`src/rtl/mc_fetch_pkg.sv`:
```
package mc_fetch_pkg;

  // Sequencer state.
  typedef enum logic [0:0] {
    SEQ_IDLE  = 1'b0,
    SEQ_ISSUE = 1'b1
  } seq_state_e;

  // Window span on one axis, with and without six-tap support.
  localparam int SPAN_PLAIN  = 4;
  localparam int SPAN_FILTER = 9;
  localparam int FILTER_LEAD = 2;

endpackage

```
`src/rtl/mc_axis_window.sv`:
```
// One axis of the reference window: origin, clamp and sub-block span.
module mc_axis_window
  import mc_fetch_pkg::*;
#(
  parameter int DIM  = 1920,
  parameter int MV_W = 12,
  localparam int C_W  = $clog2(DIM + 1),
  localparam int SB_W = C_W - 2
) (
  input  logic [C_W-1:0]  pos,
  input  logic [MV_W-1:0] mv,
  output logic [C_W-1:0]  org,
  output logic [SB_W-1:0] sb_first,
  output logic [SB_W-1:0] sb_last
);

  localparam int SW = C_W + MV_W + 1;

  logic                 filt;
  logic signed [SW-1:0] s_pos;
  logic signed [SW-1:0] s_mv;
  logic signed [SW-1:0] s_int;
  logic signed [SW-1:0] s_lead;
  logic signed [SW-1:0] s_raw;
  logic signed [SW-1:0] s_lim;
  logic [C_W-1:0]       end_px;

  always_comb begin
    filt   = |mv[1:0];
    s_pos  = {{(SW-C_W){1'b0}}, pos};
    s_mv   = {{(SW-MV_W){mv[MV_W-1]}}, mv};
    s_int  = s_mv >>> 2;
    s_lead = filt ? SW'(FILTER_LEAD) : '0;
    s_lim  = filt ? SW'(DIM - SPAN_FILTER) : SW'(DIM - SPAN_PLAIN);
    s_raw  = s_pos + s_int - s_lead;

    if (s_raw < 0) begin
      org = '0;
    end else if (s_raw > s_lim) begin
      org = s_lim[C_W-1:0];
    end else begin
      org = s_raw[C_W-1:0];
    end

    end_px   = org + (filt ? C_W'(SPAN_FILTER - 1) : C_W'(SPAN_PLAIN - 1));
    sb_first = org[C_W-1:2];
    sb_last  = end_px[C_W-1:2];
  end

endmodule

```
`src/rtl/mc_bank_map.sv`:
```
// Sub-block coordinates to bank, memory row, sent column and burst.
module mc_bank_map #(
  parameter int SBX_W     = 9,
  parameter int SBY_W     = 9,
  parameter int BANK_BITS = 3,
  parameter int ROW_BITS  = 13,
  parameter int COL_BITS  = 10,
  localparam int CS_W     = COL_BITS - 2
) (
  input  logic [SBY_W-1:0]     sb_row,
  input  logic [SBX_W-1:0]     sb_col_first,
  input  logic [SBX_W-1:0]     sb_col_last,
  output logic [BANK_BITS-1:0] bank,
  output logic [ROW_BITS-1:0]  row,
  output logic [CS_W-1:0]      col,
  output logic [1:0]           burst
);

  logic [SBY_W-1:0] row_full;
  logic [SBX_W-1:0] grp_first;
  logic [SBX_W-1:0] grp_last;
  logic [SBX_W-1:0] grp_diff;

  always_comb begin
    bank      = sb_row[BANK_BITS-1:0];
    row_full  = sb_row >> BANK_BITS;
    row       = ROW_BITS'(row_full);
    grp_first = sb_col_first >> 1;
    grp_last  = sb_col_last >> 1;
    col       = CS_W'(grp_first);
    grp_diff  = grp_last - grp_first;
    burst     = grp_diff[1:0] + 2'd1;
  end

endmodule

```
`src/rtl/mc_cmd_seq.sv`:
```
// Holds one accepted window and walks its sub-block rows top first.
module mc_cmd_seq
  import mc_fetch_pkg::*;
#(
  parameter int SBX_W = 9,
  parameter int SBY_W = 9
) (
  input  logic             clk,
  input  logic             rst_n,
  input  logic             start,
  input  logic [SBX_W-1:0] in_sx_first,
  input  logic [SBX_W-1:0] in_sx_last,
  input  logic [SBY_W-1:0] in_sy_first,
  input  logic [SBY_W-1:0] in_sy_last,
  input  logic [1:0]       in_px,
  input  logic [1:0]       in_py,
  input  logic             step,
  output logic             idle,
  output logic             issuing,
  output logic             at_last,
  output logic [SBX_W-1:0] sx_first,
  output logic [SBX_W-1:0] sx_last,
  output logic [SBY_W-1:0] sy_cur,
  output logic [1:0]       px,
  output logic [1:0]       py
);

  seq_state_e       st_q, st_d;
  logic [SBY_W-1:0] sy_q, sy_d;
  logic [SBY_W-1:0] sy_end_q;
  logic [SBX_W-1:0] sxf_q, sxl_q;
  logic [1:0]       px_q, py_q;
  logic             load;
  logic             sy_en;

  always_comb begin
    st_d  = st_q;
    sy_d  = sy_q;
    load  = 1'b0;
    sy_en = 1'b0;
    case (st_q)
      SEQ_IDLE: begin
        if (start) begin
          st_d  = SEQ_ISSUE;
          load  = 1'b1;
          sy_en = 1'b1;
          sy_d  = in_sy_first;
        end
      end
      SEQ_ISSUE: begin
        if (step) begin
          if (sy_q == sy_end_q) begin
            st_d = SEQ_IDLE;
          end else begin
            sy_en = 1'b1;
            sy_d  = sy_q + 1'b1;
          end
        end
      end
      default: st_d = SEQ_IDLE;
    endcase
  end

  always_ff @(posedge clk or negedge rst_n) begin
    if (!rst_n) begin
      st_q <= SEQ_IDLE;
    end else begin
      st_q <= st_d;
    end
  end

  always_ff @(posedge clk or negedge rst_n) begin
    if (!rst_n) begin
      sy_q <= '0;
    end else if (sy_en) begin
      sy_q <= sy_d;
    end
  end

  always_ff @(posedge clk or negedge rst_n) begin
    if (!rst_n) begin
      sy_end_q <= '0;
      sxf_q    <= '0;
      sxl_q    <= '0;
      px_q     <= '0;
      py_q     <= '0;
    end else if (load) begin
      sy_end_q <= in_sy_last;
      sxf_q    <= in_sx_first;
      sxl_q    <= in_sx_last;
      px_q     <= in_px;
      py_q     <= in_py;
    end
  end

  assign idle     = (st_q == SEQ_IDLE);
  assign issuing  = (st_q == SEQ_ISSUE);
  assign at_last  = (sy_q == sy_end_q);
  assign sx_first = sxf_q;
  assign sx_last  = sxl_q;
  assign sy_cur   = sy_q;
  assign px       = px_q;
  assign py       = py_q;

endmodule

```
`src/rtl/mc_ref_fetch_agu.sv`:
```
// Reference window fetch address generator, top level.
module mc_ref_fetch_agu #(
  parameter int FRAME_W   = 1920,
  parameter int FRAME_H   = 1088,
  parameter int MV_W      = 12,
  parameter int BANK_BITS = 3,
  parameter int ROW_BITS  = 13,
  parameter int COL_BITS  = 10
) (
  input  logic                          clk,
  input  logic                          rst_n,
  input  logic                          req_valid,
  output logic                          req_ready,
  input  logic [$clog2(FRAME_W+1)-1:0]  req_blk_x,
  input  logic [$clog2(FRAME_H+1)-1:0]  req_blk_y,
  input  logic [MV_W-1:0]               req_mv_x,
  input  logic [MV_W-1:0]               req_mv_y,
  output logic                          cmd_valid,
  input  logic                          cmd_ready,
  output logic [BANK_BITS-1:0]          cmd_bank,
  output logic [ROW_BITS-1:0]           cmd_row,
  output logic [COL_BITS-3:0]           cmd_col,
  output logic [1:0]                    cmd_burst,
  output logic                          cmd_last,
  output logic                          sel_blk,
  output logic [1:0]                    sel_px,
  output logic [1:0]                    sel_py
);

  localparam int XW    = $clog2(FRAME_W + 1);
  localparam int YW    = $clog2(FRAME_H + 1);
  localparam int SBX_W = XW - 2;
  localparam int SBY_W = YW - 2;

  // Reset: asynchronous assert, synchronous release.
  logic [1:0] rst_sync_q;
  logic       rst_int_n;

  always_ff @(posedge clk or negedge rst_n) begin
    if (!rst_n) begin
      rst_sync_q <= 2'b00;
    end else begin
      rst_sync_q <= {rst_sync_q[0], 1'b1};
    end
  end
  assign rst_int_n = rst_sync_q[1];

  logic [XW-1:0]    org_x;
  logic [YW-1:0]    org_y;
  logic [SBX_W-1:0] w_sx_first, w_sx_last;
  logic [SBY_W-1:0] w_sy_first, w_sy_last;

  mc_axis_window #(.DIM(FRAME_W), .MV_W(MV_W)) u_axis_x (
    .pos      (req_blk_x),
    .mv       (req_mv_x),
    .org      (org_x),
    .sb_first (w_sx_first),
    .sb_last  (w_sx_last)
  );

  mc_axis_window #(.DIM(FRAME_H), .MV_W(MV_W)) u_axis_y (
    .pos      (req_blk_y),
    .mv       (req_mv_y),
    .org      (org_y),
    .sb_first (w_sy_first),
    .sb_last  (w_sy_last)
  );

  logic             seq_idle, seq_issue, seq_last;
  logic [SBX_W-1:0] s_sx_first, s_sx_last;
  logic [SBY_W-1:0] s_sy;
  logic [1:0]       s_px, s_py;
  logic             accept;

  assign accept = req_valid && seq_idle;

  mc_cmd_seq #(.SBX_W(SBX_W), .SBY_W(SBY_W)) u_seq (
    .clk         (clk),
    .rst_n       (rst_int_n),
    .start       (accept),
    .in_sx_first (w_sx_first),
    .in_sx_last  (w_sx_last),
    .in_sy_first (w_sy_first),
    .in_sy_last  (w_sy_last),
    .in_px       (org_x[1:0]),
    .in_py       (org_y[1:0]),
    .step        (cmd_ready),
    .idle        (seq_idle),
    .issuing     (seq_issue),
    .at_last     (seq_last),
    .sx_first    (s_sx_first),
    .sx_last     (s_sx_last),
    .sy_cur      (s_sy),
    .px          (s_px),
    .py          (s_py)
  );

  mc_bank_map #(
    .SBX_W(SBX_W), .SBY_W(SBY_W), .BANK_BITS(BANK_BITS),
    .ROW_BITS(ROW_BITS), .COL_BITS(COL_BITS)
  ) u_map (
    .sb_row       (s_sy),
    .sb_col_first (s_sx_first),
    .sb_col_last  (s_sx_last),
    .bank         (cmd_bank),
    .row          (cmd_row),
    .col          (cmd_col),
    .burst        (cmd_burst)
  );

  assign req_ready = seq_idle;
  assign cmd_valid = seq_issue;
  assign cmd_last  = seq_last;
  assign sel_blk   = s_sx_first[0];
  assign sel_px    = s_px;
  assign sel_py    = s_py;

endmodule

```
`config.mk`:
```
export PLATFORM = sky130hd
export DESIGN_NAME = mc_ref_fetch_agu
export DESIGN_NICKNAME = d
export VERILOG_FILES = /design/src/rtl/mc_fetch_pkg.sv /design/src/rtl/mc_axis_window.sv /design/src/rtl/mc_bank_map.sv /design/src/rtl/mc_cmd_seq.sv /design/src/rtl/mc_ref_fetch_agu.sv
export SDC_FILE = /design/constraint.sdc
export NUM_CORES = 1
export LEC_CHECK = 0
export BUFFER_PORTS_ARGS = -buffer_cell sky130_fd_sc_hd__buf_2
export CAP_MARGIN = 40
export CORE_MARGIN = 2
export CORE_UTILIZATION = 43
export CTS_CLUSTER_DIAMETER = 200
export DETAILED_ROUTE_END_ITERATION = 8
export GPL_ROUTABILITY_DRIVEN = 0
export PLACE_DENSITY_LB_ADDON = 0.05
export SLEW_MARGIN = 20
export SYNTH_ARGS = -nofsm -noshare
export SYNTH_HDL_FRONTEND = slang
export SYNTH_HIERARCHICAL = 1
export SYNTH_SLANG_ARGS = --single-unit
```
`constraint.sdc`:
```
create_clock -name clk -period 1.6 [get_ports clk]
set_input_delay 0.16 -clock clk [delete_from_list [all_inputs] [get_ports clk]]
set_output_delay 0.16 -clock clk [all_outputs]
set_load 0.01 [all_outputs]
```
After elaboration in Yosys (flattened, before gate mapping)
Cells that the tools add are included.
{"block": "totals", "reg_bits": 37, "in_bits": 50, "output_inout_bits": 34, "wordCells": 51}
{"block": "op_classes", "addsub": 9, "n_lt_le_gt_ge": 4, "n_eq_ne": 4, "mux": 21, "bitwise": 1, "n_reduce_logical": 4}
{"cell": "greater-than comparator 24 x 12 -> 1 bit", "n": 2}
{"cell": "< comparator 24 x 1 -> 1 bit, second input constant", "n": 2}
{"cell": "2-to-1 mux 11 bit", "n": 4}
{"cell": "subtractor 13 x 3 -> 14 bit", "n": 2}
{"cell": "2-to-1 mux 9 bit", "n": 3}
{"cell": "adder 12 x 10 -> 13 bit", "n": 2}
{"cell": "case mux 9 bit (2 select lines)", "n": 1}
{"cell": "2-to-1 mux 4 bit", "n": 4}
{"cell": "adder 11 bit", "n": 1}
{"cell": "adder 9 x 1 -> 9 bit, second input constant", "n": 1}
{"cell": "equality test 9 bit", "n": 1}
{"cell": "adder 5 x 4 -> 5 bit", "n": 1}
{"cell": "2-to-1 mux 1 bit", "n": 5}
{"cell": "2-to-1 mux 2 bit", "n": 2}
{"cell": "inequality test 2 bit, second input constant", "n": 2}
{"cell": "case mux 1 bit (2 select lines)", "n": 2}
{"cell": "AND reduction 4 bit", "n": 1}
{"cell": "OR reduction 2 bit", "n": 2}
{"cell": "adder 2 x 1 -> 2 bit, second input constant", "n": 1}
{"cell": "inequality test 2 x 1 -> 1 bit, second input constant", "n": 1}
{"cell": "subtractor 2 bit", "n": 1}
{"cell": "logical AND 1 bit", "n": 1}
{"cell": "NOT 1 bit", "n": 1}

Depth between registers and ports, before layout
Gate-level depths: netlist of run 1.
{"block": "depth", "depth_word": 8, "mapped_depth": 22, "depth_no_buf": 20}

Cells and area by module
The synthesis of run 1 kept the hierarchy.
{"module": "mc_cmd_seq", "instances": 1, "cells_per_inst": 158, "area_each_um2": 1940.6, "seq_area_each_um2": 1026.0}
{"module": "mc_axis_window (u_axis_y)", "instances": 1, "cells_per_inst": 197, "area_each_um2": 1415.1, "seq_area_each_um2": 0.0}
{"module": "mc_axis_window (u_axis_x)", "instances": 1, "cells_per_inst": 194, "area_each_um2": 1387.6, "seq_area_each_um2": 0.0}
{"module": "mc_bank_map", "instances": 1, "cells_per_inst": 28, "area_each_um2": 224.0, "seq_area_each_um2": 0.0}
{"module": "mc_ref_fetch_agu", "instances": 1, "cells_per_inst": 4, "area_each_um2": 60.1, "seq_area_each_um2": 50.0}

Worst setup path before layout of run 1
No wires, ideal clock.
{"block": "synth_path", "path_type": "input to register", "startpoint": "input port req_mv_x[1]", "endpoint": "register, netlist name u_seq/sx_last[8]", "setup_ns": 0.125, "arrival_time_ns": 4.759, "t_required_ns": 1.475, "slack_ns": -3.284, "path_stages": 21, "path_buffers": 2, "cell_sequence": "or2_2 > clkbuf_1 > xnor2_1 > ha_1 > a21o_1 > ha_1 > o211a_1 > a221oi_4 > a2111oi_1 > a211oi_1 > nor2_1 > a32oi_4 > dlymetal6s2s_1 > o21ai_0 > a21oi_1 > ha_1 > a41o_2 > and3_4 > or2_1 > a41o_1 > mux2_2"}
{"item": "start, declared", "line": "mc_ref_fetch_agu.sv:16", "text": "input logic [MV_W-1:0] req_mv_x,"}

Final worst setup path of run 1
{"block": "layout_path", "startpoint": "input port req_mv_y[1]", "endpoint": "register u_seq.sy_end_q[3]"}
{"block": "layout_between", "elab_chain_cells": 7, "word_cells_on_any_way": 10, "classes_between": "add/sub: 2; order compare: 2; mux: 5; reduce/logical: 1"}
{"item": "start, declared", "line": "mc_ref_fetch_agu.sv:17", "text": "input logic [MV_W-1:0] req_mv_y,"}
{"item": "OR reduction 2 bit *", "line": "mc_axis_window.sv:29", "text": "filt = |mv[1:0];"}
{"item": "2-to-1 mux 2 bit", "line": "mc_axis_window.sv:33", "text": "s_lead = filt ? SW'(FILTER_LEAD) : '0;"}
{"item": "subtractor 13 x 3 -> 14 bit", "line": "mc_axis_window.sv:35", "text": "s_raw = s_pos + s_int - s_lead;"}
{"item": "greater-than comparator 24 x 12 -> 1 bit", "line": "mc_axis_window.sv:39", "text": "end else if (s_raw > s_lim) begin"}
{"item": "2-to-1 mux 11 bit", "line": "mc_axis_window.sv:39"}
{"item": "2-to-1 mux 11 bit *", "line": "mc_axis_window.sv:37", "text": "if (s_raw < 0) begin"}
{"item": "net org_y[1]", "line": "mc_ref_fetch_agu.sv:49", "text": "logic [YW-1:0] org_y;"}
{"item": "adder 11 bit *", "line": "mc_axis_window.sv:45", "text": "end_px = org + (filt ? C_W'(SPAN_FILTER - 1) : C_W'(SPAN_PLAIN - 1));"}
{"item": "net w_sy_last[3]", "line": "mc_ref_fetch_agu.sv:51", "text": "logic [SBY_W-1:0] w_sy_first, w_sy_last;"}
{"item": "end signal, assigned", "line": "mc_cmd_seq.sv:88", "text": "sy_end_q <= in_sy_last;"}
{"item": "end, declared", "line": "mc_cmd_seq.sv:30", "text": "logic [SBY_W-1:0] sy_end_q;"}
The timed path passes the listed nets; every way through them passes the cells marked *.
A chain may end at the register's enable or synchronous reset.

==> metrics.md, run 1 <==
| Metric | Value |
|---|---|
| Clock sinks | 36 |
| Die area | 11600 um2 |
| Worst reg2reg setup slack | -140 ps |
| Slew HR | around 60% |
| First-pass GRT wire length | 19.1 mm |
| Clk slew on worst S/H paths | 80 ps |
| Maximum root-to-sink buffer count | 2 |
| CTS tree | yes |
| Cts bufs inserted | 5 |
| Core Rows | 37 |
| Max Cap Viol | 0 |
| FF-to-FF End | u_seq/sy_cur[5] |
| Vias post-DR | 4272 |
| WS Path Type | in -> reg |
| Placed Area | 5990 um2 |
| Placed cells | approximately 830 |
| Height of the die | 108 um |
| RSZ-0062 raised after global routing | true |
| Arrival time worst endpoint | approximately 4300 ps |
| Total wire length | 11.1 mm |
| Footprint of the multi-input gates | between 3000 and 4000 um2 |
| Share of cells above drive strength 1 | 49.7% |
| Half-perimeter wire length after placement | 8.65 mm |
| Worst Slack Setup Final | -2500 ps |
| Area grow syn2layout | 46.4% |
| Worst hold-check path type | in -> async |
| Port bufs | 76 |
| Failing checks | negative setup slack |
| # DRC | 0 |
| Pwr dens | 1190 nW/um2 |
| Antenna Nets Post-Route | 0 |
| Wirelength per Cell | ~13 um |
| Final Instance Area | about 6800 um2 |
| Startpoint Class | primary input |
| I/O pin count | 84 |
| Synth Instances | 544 |
| Status | finished with violations |
| Worst Reg2Reg Path Length in Cells | 6 |
| Period utilization | 256% |
| Vias in the first global route | 4311 |
| Reg-to-reg startpoint | u_seq/sy_cur[4] |
| Leak | about 3.4 nW |
| Reg area | about 900 um2 |
| H-tree levels | 2 |
| 1st-iter DRT viols | between 100 and 150 |
| Fin nets | roughly 840 |
| Min cycle time layout | 4100 ps |
| Gr usage total | between 15 and 20% |
| Worst Clk Skew | 3.46 ps |
| Clock latency on the worst-skew pair | 290 ps |
| Antenna Cells | 0 |
| Final setup viols | 34 |
| Core area | 10400 um2 |
| First-pass detailed-route iteration total | 4 |
| Initial Util | between 40% and 50% |
| Initial antenna violation count | 0 |
| Post-Syn Area | 4610 um2 |
| Syn avg cell area | 8.48 um2 |
| Largest net degree at the start of global routing | 35 |
| Total grt overflow | 0 |
| CP endpoint kind | flip-flop |
| Max Freq | 0.244 GHz |
| Final TNS setup | -59210 ps |
| # fillers | around 900 |
| Worst hold slack | roughly 180 ps |
| CTS Root Cell | clkbuf_8 |
| Synthesis Warnings | 6 |
| Vias per inst | 4.91 |
| Crit path max fanout | 6 |
| WP data required | 1840 ps |
| Worst-Margin Slew | 604 ps |
| Hold Vio Cnt, Final | 0 |
| Fin. max-slew vios | 0 |
| Peak supply drop | 0.614 mV |
| Final Instance Count excl. Fillers | 870 |
| Total power | 8.06 mW |
| Die Width | 108 um |
area by class of cell:
cell class	instances	area share (%)
tap	136	2.52
multi-input combinational	373	52.7
clock inverter	3	0.630
inverter	84	4.67
sequential	36	13.3
timing repair buffer	233	25.1
clock buffer	5	1.02
timing repair:
item	CTS	global route
hold buffers	1	0
gates cloned	0	0
resized for setup	73	29
pin swaps	35	17
buffers inserted	29	11
endpoints found under the setup margin	35	35
hold endpoints to repair	2	0
report_power, final:
part	switching, mW	internal [mW]
combinational	2.56	3.07
clock	0.348	0.461
sequential	0.316	1.30
total	3.22	4.84
registers in the layout, summed over array words and instances (netlist names):
register / cells
u_seq/sx_first: 9
u_seq/sy_cur: 9
u_seq/sx_last: 2
u_seq/py: 2
rst_sync_q: 2
u_seq/px: 2
u_seq/issuing: 1
u_seq/sy_end_q: 9
through the flow:
step                utilization [%]  worst slack (ps)
floorplan                         -             -2930
global placement               57.7             -2730
detailed placement             57.7             -2930
CTS                            63.3             -2460
global route                   65.2             -2700
finish                         65.2             -2500
worst max-delay path by stage:
| stage | from | end | slack [ps] |
|---|---|---|---|
| 2_1_floorplan | req_mv_y[1] | u_seq/sy_end_q[6] | -2930 |
| 5_1_grt | req_mv_y[1] | u_seq/sy_end_q[6] | -2700 |
| 6_report | req_mv_y[1] | u_seq/sy_end_q[3] | -2500 |
| 3_5_place_dp | req_mv_y[1] | u_seq/sy_end_q[3] | -2930 |
| 3_3_place_gp | req_mv_y[1] | u_seq/sy_end_q[6] | -2730 |
| 4_1_cts | req_mv_y[1] | u_seq/sy_end_q[3] | -2460 |
per-layer routing:
metal	GRT usage, %	vias to the layer above	wire length, um
met4	4.67	0	119
met1	25.9	1981	5210
met5	0	-	0
li1	-	2211	-
met3	1.88	11	305
met2	35.0	69	5490
critical path: stages:
cell and delay [ps]:
buf_6 90, or2_4 250, xnor2_2 130, ha_2 170, a21o_1 170, ha_4 160
or3_4 340, o221ai_4 230, a221o_2 230, o211ai_4 90, o41ai_4 360, and2_4 230
nor2_4 40, a211oi_2 250, ha_1 280, and3_4 170, a31oi_4 160, o31ai_4 90
buf_4 170, a21o_2 210, a211oi_2 170, mux2_4 180
cell usage in the layout (no fill, tap or decap), drive strengths merged, types with 7 or more instances in the layout:
cell	instances
mux2	28
nor3	9
and3	8
xor2	10
a31oi	8
xnor2	21
or3	8
a21oi	31
nor2	29
conb	8
nand2b	7
a21o	10
inv	84
buf	232
and2	7
mux2i	8
nand2	28
dfrtp	36
nand3	11
ha	50
o21ai	17
No activity file was read; power rests on OpenSTA's default activity.
==> run 2, diff against run 1 <==
==> constraint.sdc (replaced) <==
create_clock -name clk -period 1.6 [get_ports clk]
set_input_delay 0.08 -clock clk [delete_from_list [all_inputs] [get_ports clk]]
set_output_delay 0.08 -clock clk [all_outputs]
set_load 0.01 [all_outputs]
==> run 2 against run 1 <==
Effect of this change: the flow still finishes with violations (negative setup slack); first-iteration DRC count fell by 0.79%; clock-buffer cell count rose by 1; clock power fell by 17%; cell count fell by 0.11%; non-clock buffer count fell by 1; global-route usage fell by 0.69 points; register-to-register slack improved by 50 ps; combinational power barely moved.
==> metrics.md, run 2 (same netlist as run 1, synthesis figures left out) <==
| Metric | Value |
|---|---|
| Status | finished with violations (unchanged) |
| Failing checks | negative setup slack (unchanged) |
| CP cell instances | buf_6, or2_4, xnor2_2, ha_2, a21o_1, ha_4, or3_4, o221ai_4, nand2b_4, xor2_4, o41ai_4, and2_4, nor2_4, a211oi_2, ha_1, and3_4, a31oi_4, o31ai_4, buf_6, a21o_4, a211oi_2, mux2_4 (was buf_6, or2_4, xnor2_2, ha_2, a21o_1, ha_4, or3_4, o221ai_4, a221o_2, o211ai_4, o41ai_4, and2_4, nor2_4, a211oi_2, ha_1, and3_4, a31oi_4, o31ai_4, buf_4, a21o_2, a211oi_2, mux2_4) |
| CTS Root Cell | clkbuf_8 (unchanged) |
| Hold Vio Cnt, Final | 0 (unchanged) |
| Footprint of the multi-input gates | 3570 um2 (was 3560 um2) |
| Clock power share | 8.5% (was 10.0%) |
| Grt met3 use | 1.76% (was 1.88%) |
| Post-Route Utilization | 65.0% (was 65.2%) |
| Total power | 7.90 mW (was 8.06 mW) |
| Startpoint Class | primary input (unchanged) |
| Reg area | 901 um2 (unchanged) |
| Total wire length | 11.0 mm (was 11.1 mm) |
| Worst Reg2Reg Path Length in Cells | 7 (was 6) |
| Min cycle time layout | 3990 ps (was 4100 ps) |
| Total grt overflow | 0 (unchanged) |
| Crit path max fanout | 6 (unchanged) |
| Area grow syn2layout | 46.1% (was 46.4%) |
| Cell-internal power | 4.71 mW (was 4.84 mW) |
| CP peak stage delay | 360 ps (about the same) |
| First-pass detailed-route iteration total | 4 (unchanged) |
| Peak supply drop | 0.615 mV (was 0.614 mV) |
| Fin nets | 834 (was 835) |
| Commonest non-fill, non-tap cells in the layout | buf_4 (128), inv_1 (83), buf_2 (73) (was buf_4 (130), inv_1 (82), buf_2 (73)) |
| Antenna Nets Post-Route | 0 (unchanged) |
| Height of the die | 108 um (unchanged) |
| Half-perimeter wire length after placement | 8.60 mm (was 8.65 mm) |
| Worst path slowest cell | or3_4 (was o41ai_4) |
| RSZ-0062 raised after global routing | true (unchanged) |
| Clock latency on the worst-skew pair | 290 ps (about the same) |
| Worst Clk Skew | 9.59 ps (was 3.46 ps) |
| H-tree levels | 2 (unchanged) |
| Vias in the first global route | 4215 (was 4311) |
| Worst reg2reg setup slack | -90 ps (was -140 ps) |
| Worst hold-check path type | in -> async (unchanged) |
| Max Cap Viol | 0 (unchanged) |
| Worst Slack Setup Final | -2390 ps (was -2500 ps) |
| Slew HR | 60.3% (was 59.3%) |
| Gr usage total | 19.1% (was 19.8%) |
| First-pass GRT wire length | 18.5 mm (was 19.1 mm) |
| Max Freq | 0.250 GHz (was 0.244 GHz) |
| Fin. max-slew vios | 0 (unchanged) |
| Leak | 3.40 nW (about the same) |
| Final setup viols | 34 (unchanged) |
| Antenna Cells | 0 (unchanged) |
| Most used routing layer in global routing | met2 (unchanged) |
| Initial Util | 44.5% (unchanged) |
| Met2 usage | 33.7% (was 35.0%) |
| CP endpoint kind | flip-flop (unchanged) |
| Cts bufs inserted | 5 (unchanged) |
| Core Rows | 37 (unchanged) |
| Pwr dens | 1170 nW/um2 (was 1190 nW/um2) |
| Arrival time worst endpoint | 4220 ps (was 4340 ps) |
| Clk slew on worst S/H paths | 70 ps (was 80 ps) |
| Core area | 10400 um2 (unchanged) |
| Switching Share | 40.4% (was 40.0%) |
| Die Width | 108 um (unchanged) |
| Initial antenna violation count | 0 (unchanged) |
| Comb pwr share | 71.0% (was 69.9%) |
| Share of cells above drive strength 1 | 49.8% (was 49.7%) |
| Switching pwr | 3.19 mW (was 3.22 mW) |
| Port bufs | 76 (unchanged) |
| WP data required | 1820 ps (was 1840 ps) |
| Vias post-DR | 4280 (was 4272) |
| Largest net degree at the start of global routing | 35 (unchanged) |
| Reg power frac | 20.5% (was 20.1%) |
| # DRC | 0 (unchanged) |
| Cell family with most CP delay | compound AO/OA/AOI/OAI gates (unchanged) |
| I/O pin count | 84 (unchanged) |
| CTS tree | yes (unchanged) |
| Critical path buffers and inverters | 2 (unchanged) |
| Reg-to-reg startpoint | u_seq/sy_cur[0] (was u_seq/sy_cur[4]) |
| WS Path Type | in -> reg (unchanged) |
| Worst hold slack | 111 ps (was 178 ps) |
| Commonest non-fill, non-tap cell in the layout | buf_4 (unchanged) |
| Maximum root-to-sink buffer count | 2 (unchanged) |
| FF-to-FF End | u_seq/sy_cur[3] (was u_seq/sy_cur[5]) |
| Vias per inst | 4.93 (was 4.91) |
| GR met1 Demand/Resource | 25.1% (was 25.9%) |
| Wirelength per Cell | 12.6 um (was 12.8 um) |
| 1st-iter DRT viols | 125 (was 126) |
| Die area | 11600 um2 (unchanged) |
| # fillers | 905 (was 904) |
| Dpl ws | -2860 ps (was -2930 ps) |
| Period utilization | 250% (was 256%) |
| Clock sinks | 36 (unchanged) |
| Worst-Margin Slew | 589 ps (was 604 ps) |
==> run 2: per-stage QoR <==
stage / setup TNS (ps) / std cells / area, um2
floorplan: -64830 / 550 / 4870
global placement: -65260 / 833 / 5990
detailed placement: -68020 / 833 / 5990
CTS: -56090 / 864 / 6610
global route: -61750 / 869 / 6740
finish: -56980 / 869 / 6740
==> run 2: cell type report <==
| cell class | instances | area share (%) |
|---|---|---|
| multi-input combinational | 373 | 52.9 |
| inverter | 84 | 4.71 |
| sequential | 36 | 13.4 |
| clock inverter | 2 | 0.148 |
| tap | 136 | 2.52 |
| timing repair buffer | 232 | 25.1 |
| clock buffer | 6 | 1.22 |
==> run 2: power by group through the flow <==
stage / sequential [mW] / combinational, mW / clock (mW)
after floorplan: 1.62 / 3.37 / 0
after global placement: 1.63 / 4.66 / 0
after detailed placement: 1.64 / 4.75 / 0
after CTS: 1.63 / 5.47 / 0.687
after global routing: 1.67 / 6.10 / 0.729
final: 1.62 / 5.61 / 0.670
==> run 2: timing repair <==
item,in CTS,in global routing
setup endpoints to repair,34,35
cloned,0,0
pin swaps,43,27
hold buffers,1,0
gates resized for setup,83,25
hold endpoints to repair,2,0
buffers inserted,25,12
==> run 2: routing by layer <==
| metal | part of all wire, % | vias to the layer above |
|---|---|---|
| met5 | 0 | - |
| met4 | 0.87 | 0 |
| met3 | 3.3 | 6 |
| met2 | 48 | 93 |
| met1 | 48 | 1981 |
| li1 | - | 2200 |
==> run 2: worst max path at each step <==
stage	to	startpoint	cells after the start	slack, ps
2_1_floorplan	u_seq/sy_end_q[6]	req_mv_y[1]	21	-2850
3_5_place_dp	u_seq/sy_end_q[3]	req_mv_y[1]	22	-2860
3_3_place_gp	u_seq/sy_end_q[6]	req_mv_y[1]	20	-2650
4_1_cts	u_seq/sy_end_q[6]	req_mv_y[1]	21	-2370
5_1_grt	u_seq/sy_end_q[6]	req_mv_y[1]	21	-2610
6_report	u_seq/sy_end_q[3]	req_mv_y[1]	22	-2390
